**src/rtl/cbist_pkg.sv**
```systemverilog
package cbist_pkg;

  typedef enum logic [1:0] {
    ST_IDLE  = 2'd0,
    ST_WRITE = 2'd1,
    ST_READ  = 2'd2,
    ST_DRAIN = 2'd3
  } engState_t;

  typedef struct packed {
    logic loadPage;
    logic rewind;
    logic advance;
    logic issueRead;
    logic markFail;
    logic markPass;
  } engStrobes_t;

endpackage

```
**src/rtl/cbist_datapath.sv**
```systemverilog
module cbist_datapath
  import cbist_pkg::*;
#(
  parameter int ADDR_W = 15,
  parameter int PAGE_W = 13,
  parameter int DATA_W = 8,
  parameter logic [DATA_W-1:0] PATTERN = 8'h55
) (
  input  logic                       clk,
  input  logic                       rstN,
  input  engStrobes_t                strobes,
  input  logic [ADDR_W-PAGE_W-1:0]   pageSel,
  input  logic [DATA_W-1:0]          memRdData,
  output logic [ADDR_W-1:0]          memAddr,
  output logic [DATA_W-1:0]          memWrData,
  output logic [PAGE_W:0]            statusWord,
  output logic                       lastAddr,
  output logic                       mismatchHit
);
  localparam int SEL_W = ADDR_W - PAGE_W;

  logic [ADDR_W:0]   addrCnt;
  logic [ADDR_W:0]   nextAddr;
  logic [SEL_W-1:0]  pageReg;
  logic [SEL_W-1:0]  basePage;
  logic [SEL_W:0]    boundaryHi;
  logic              pendValid;
  logic [PAGE_W-1:0] pendOff;

  // Only the bits above the page offset take part in the end-of-page test.
  always_comb begin
    nextAddr   = addrCnt + {{ADDR_W{1'b0}}, 1'b1};
    boundaryHi = {1'b0, pageReg} + {{SEL_W{1'b0}}, 1'b1};
    lastAddr   = (nextAddr[ADDR_W:PAGE_W] == boundaryHi);
    basePage   = strobes.loadPage ? pageSel : pageReg;
  end

  always_ff @(posedge clk) begin
    if (!rstN) begin
      pageReg <= '0;
      addrCnt <= '0;
    end else begin
      if (strobes.loadPage) pageReg <= pageSel;
      if (strobes.rewind)
        addrCnt <= {1'b0, basePage, {PAGE_W{1'b0}}};
      else if (strobes.advance)
        addrCnt <= nextAddr;
    end
  end

  // One-slot read pipeline: the offset waits here until its data arrives.
  always_ff @(posedge clk) begin
    if (!rstN) begin
      pendValid <= 1'b0;
      pendOff   <= '0;
    end else begin
      pendValid <= strobes.issueRead;
      if (strobes.issueRead) pendOff <= addrCnt[PAGE_W-1:0];
    end
  end

  assign mismatchHit = pendValid && (memRdData != PATTERN);

  always_ff @(posedge clk) begin
    if (!rstN)
      statusWord <= '0;
    else if (strobes.markFail)
      statusWord <= {1'b0, pendOff};
    else if (strobes.markPass)
      statusWord <= {1'b1, {PAGE_W{1'b0}}};
  end

  assign memAddr   = addrCnt[ADDR_W-1:0];
  assign memWrData = PATTERN;

endmodule

```
**src/rtl/cbist_control.sv**
```systemverilog
module cbist_control
  import cbist_pkg::*;
(
  input  logic        clk,
  input  logic        rstN,
  input  logic        start,
  input  logic        lastAddr,
  input  logic        mismatchHit,
  output engStrobes_t strobes,
  output logic        memWe,
  output logic        memRe,
  output logic        busy
);
  engState_t state, nextState;

  always_comb begin
    strobes   = '0;
    nextState = state;
    case (state)
      ST_IDLE: begin
        if (start) begin
          strobes.loadPage = 1'b1;
          strobes.rewind   = 1'b1;
          nextState        = ST_WRITE;
        end
      end
      ST_WRITE: begin
        if (lastAddr) begin
          strobes.rewind = 1'b1;
          nextState      = ST_READ;
        end else begin
          strobes.advance = 1'b1;
        end
      end
      ST_READ: begin
        strobes.issueRead = 1'b1;
        if (mismatchHit) begin
          strobes.markFail = 1'b1;
          nextState        = ST_IDLE;
        end else if (lastAddr) begin
          nextState = ST_DRAIN;
        end else begin
          strobes.advance = 1'b1;
        end
      end
      ST_DRAIN: begin
        if (mismatchHit) strobes.markFail = 1'b1;
        else             strobes.markPass = 1'b1;
        nextState = ST_IDLE;
      end
      default: nextState = ST_IDLE;
    endcase
  end

  always_ff @(posedge clk) begin
    if (!rstN) state <= ST_IDLE;
    else       state <= nextState;
  end

  assign memWe = (state == ST_WRITE);
  assign memRe = (state == ST_READ);
  assign busy  = (state != ST_IDLE);

endmodule

```
**src/rtl/cbist_top.sv**
```systemverilog
module cbist_top
  import cbist_pkg::*;
#(
  parameter int ADDR_W = 15,
  parameter int PAGE_W = 13,
  parameter int DATA_W = 8,
  parameter logic [DATA_W-1:0] PATTERN = 8'h55
) (
  input  logic                     clk,
  input  logic                     rstN,
  input  logic                     start,
  input  logic [ADDR_W-PAGE_W-1:0] pageSel,
  output logic [ADDR_W-1:0]        memAddr,
  output logic [DATA_W-1:0]        memWrData,
  input  logic [DATA_W-1:0]        memRdData,
  output logic                     memWe,
  output logic                     memRe,
  output logic                     busy,
  output logic [PAGE_W:0]          statusWord
);
  engStrobes_t strobes;
  logic        lastAddr;
  logic        mismatchHit;

  cbist_control u_ctrl (
    .clk         (clk),
    .rstN        (rstN),
    .start       (start),
    .lastAddr    (lastAddr),
    .mismatchHit (mismatchHit),
    .strobes     (strobes),
    .memWe       (memWe),
    .memRe       (memRe),
    .busy        (busy)
  );

  cbist_datapath #(
    .ADDR_W  (ADDR_W),
    .PAGE_W  (PAGE_W),
    .DATA_W  (DATA_W),
    .PATTERN (PATTERN)
  ) u_dp (
    .clk         (clk),
    .rstN        (rstN),
    .strobes     (strobes),
    .pageSel     (pageSel),
    .memRdData   (memRdData),
    .memAddr     (memAddr),
    .memWrData   (memWrData),
    .statusWord  (statusWord),
    .lastAddr    (lastAddr),
    .mismatchHit (mismatchHit)
  );

endmodule

```
**config.mk**
```make
export PLATFORM = sky130hd
export DESIGN_NAME = cbist_top
export DESIGN_NICKNAME = d
export VERILOG_FILES = /design/src/rtl/cbist_pkg.sv /design/src/rtl/cbist_datapath.sv /design/src/rtl/cbist_control.sv /design/src/rtl/cbist_top.sv
export SDC_FILE = /design/constraint.sdc
export NUM_CORES = 1
export LEC_CHECK = 0
export BUFFER_PORTS_ARGS = -buffer_cell sky130_fd_sc_hd__buf_2
export CORE_ASPECT_RATIO = 2
export CORE_MARGIN = 3
export CORE_UTILIZATION = 27
export DETAILED_ROUTE_END_ITERATION = 8
export SYNTH_ARGS = -nofsm -noshare
export SYNTH_HDL_FRONTEND = slang
export SYNTH_SLANG_ARGS = --single-unit
```
**constraint.sdc**
```tcl
create_clock -name clk -period 2.35 [get_ports clk]
set_input_delay 0 -clock clk [delete_from_list [all_inputs] [get_ports clk]]
set_output_delay 0 -clock clk [all_outputs]
set_load 0.03 [all_outputs]
```
==> metrics.txt <==
status finished clean; CP arrival 2.44 ns; Die ar. 0.00966 mm2; crit share post-route 0.943; Clock Power Share 0.362; layout cells sized above 1 0.239; NetSw 0.774 mW; Slew Viols, Final 0; residual DRC count 0; Top Ports 53; gp weighted congestion 0.803; Initial Util 0.283; CP startpoint kind flop; CTS Buffer Depth 2; post-synthesis instance total 257; final design utilization 0.338; Area Growth Syn to Fin 19.3%; Final Skew 0.00762 ns; number of port buffers 44; M3 GR Usage 0.0289; PwrDens 909 mW/mm2; Fin. Hold Viols 0; synthesized cell area 0.00228 mm2; Seq cells post-synth 48; Post-synth EDFFs 0; Skew-Pair Late Insertion Delay 0.29 ns; final setup fails 0; initial antenna violation count 0; met1 GRT Util 0.111; Final ANT Viol Nets 0; Max-Cap Viols 0; DR pass1 iterations 4; Die Width 71.0 um; wire length per cell 14.2 um; final cell count without fillers 389; Seq pwr share 0.364; Cells after DPL 381; first-pass GRT wire length 8870 um; DP Worst Slack 0.0909 ns; PnR worst setup slack 0.134 ns; nets 313; post-synthesis sequential area ratio 0.421; FMAX 451 MHz; grt met2 use 0.234; largest net degree at the start of global routing 29; Critical Path End Type flop; Sink Count 48; via count 1801; die height 136 um; Int Power 1.70 mW; busiest metal layer after global routing met2; CTS tree done; Netlist cell types 36; DP HPWL 4230 um; Synth Flop Type dfxtp_1; number of fill cells in the layout 881; Synth area leaders dfxtp_1 42%, buf_4 7.6%, nor2_1 7.6%; n_diodes 0; ys async rst share 0; CP Data Required Time 2.57 ns; Worst VDD drop 0.342 mV; initial DRC count 65; Row Count 46; YS warnings 0; post-layout min period 2.22 ns; CTS root buf clkbuf_16; CTS buffer count 5; P_leak 1.18 nW; clk slew on worst S/H paths 0.06 ns; gr ovfl total 0; Max FO, Critical Path 6; Via density 4.63; vias in the first global route 1771; Core ar. 0.00806 mm2; post-detailed-routing wire length 5540 um; syn avg cell area 8.88 um2; switching fraction of total power 0.313; cell taking the most area after synthesis dfxtp_1; kind of critical path reg2reg; worst hold path type in2reg; Gate power share 0.274; gr usage total 0.121; H-Tree Depth 2; top cell type's share of synthesized area 0.421
==> worst paths after layout <==
path / to / startpoint / slack (ns) / cells past startpoint
worst max-delay path: u_dp.addrCnt[11] / u_dp.pageReg[0] / 0.13 / 8
worst min-delay path: u_ctrl.state[0] / rstN / 0.02 / 3
worst max register to register: u_dp.addrCnt[11] / u_dp.pageReg[0] / 0.13 / 8
worst min register to register: u_dp.statusWord[2] / u_dp.pendOff[2] / 0.50 / 2
==> per-layer routing <==
metal	vias to the layer above	part of all wire
met5	-	0
met4	0	0.031
met3	8	0.043
met2	38	0.58
met1	842	0.34
li1	913	-
==> logic make-up after synthesis <==
logic type | count (synthesis) | share of synthesized area
multiplexers | 16 | 0.0702
AND/OR/NAND/NOR | 90 | 0.189
buffers and inverters | 42 | 0.108
adder cells (fa/ha/maj) | 7 | 0.0384
other | 2 | 0.00329
XOR/XNOR | 16 | 0.0614
AO/OA/AOI/OAI | 36 | 0.109
flip-flops | 48 | 0.421
==> cells in the final DEF, fill, tap and decap left out, drive strengths merged, types with 2 or more instances in the layout <==
| cell type | count |
|---|---|
| dfxtp | 48 |
| or2 | 2 |
| nor2 | 46 |
| nand4bb | 2 |
| ha | 7 |
| o21a | 2 |
| xor2 | 14 |
| nand2 | 8 |
| xnor2 | 2 |
| a211oi | 2 |
| and2 | 2 |
| inv | 8 |
| and3 | 4 |
| nand3b | 2 |
| mux2i | 16 |
| bufinv | 2 |
| a22oi | 13 |
| nand4 | 6 |
| o21ai | 7 |
| a21oi | 7 |
| clkbuf | 5 |
| conb | 8 |
| buf | 56 |
| or3 | 3 |
| nand3 | 13 |
==> flip-flops by register name, summed over array words and instances, names as in the netlist <==
register and cells:
u_dp.addrCnt 16, u_dp.statusWord 14, u_dp.pendOff 13, u_ctrl.state 2, u_dp.pageReg 2, u_dp.pendValid 1
==> area by class of cell <==
cell class / count / area, um2 / share of cell area
well taps: 96 / 120 / 0.0441
flip-flops and latches: 48 / 962 / 0.353
multi-input cells: 173 / 1100 / 0.406
inverters: 8 / 30.0 / 0.0110
clock inverters: 2 / 60.1 / 0.0221
clock buffers: 5 / 125 / 0.0460
repair buffers: 57 / 320 / 0.118
==> worst max-delay path, stage by stage (launching register included) <==
cell and delay, ns:
dfxtp_2 0.38, ha_1 0.21, xor2_2 0.23, mux2i_1 0.12, o211a_1 0.27, o21ai_4 0.24, nand3_1 0.19, or3_1 0.35
a21oi_1 0.16
==> synthesized netlist by cell type (2+ instances only) <==
cell	n
dfxtp_1	48
nor2_1	46
buf_4	23
mux2i_1	16
xor2_1	14
a22oi_1	13
nand3_1	13
nand2_1	8
a21oi_1	7
ha_1	7
inv_1	7
clkbuf_1	6
nand4_1	6
o21ai_0	5
and3_1	4
buf_1	3
or3_1	3
a211oi_1	2
and2_1	2
buf_2	2
conb_1	2
nand3b_1	2
nand4bb_1	2
o21a_1	2
or2_2	2
xnor2_1	2
==> power groups by stage <==
stage	clock network, mW	registers, mW	logic, mW
2_1_floorplan	0	0.905	0.547
3_3_place_gp	0	0.918	0.667
3_5_place_dp	0	0.919	0.676
4_1_cts	0.919	0.901	0.682
5_1_grt	0.943	0.907	0.748
6_report	0.896	0.902	0.677
==> per-stage QoR <==
step / total power, mW / setup TNS (ns) / hold WS, ns / instance area [um2]
5_1_grt: 2.60 / -0.0284 / 0.0467 / 2720
3_5_place_dp: 1.60 / 0 / 0.275 / 2520
6_report: 2.47 / 0 / 0.0237 / 2720
3_3_place_gp: 1.59 / 0 / 0.270 / 2520
4_1_cts: 2.50 / 0 / 0.0235 / 2710
2_1_floorplan: 1.45 / 0 / 0.163 / 2300
==> timing repair <==
action                                 in CTS  in global routing
buffers inserted                            0                  0
endpoints found under the hold margin       1                  0
gates resized for setup                     0                  2
hold buffers                                1                  0
setup endpoints to repair                   0                 15
(Power assumes the default switching activity.)
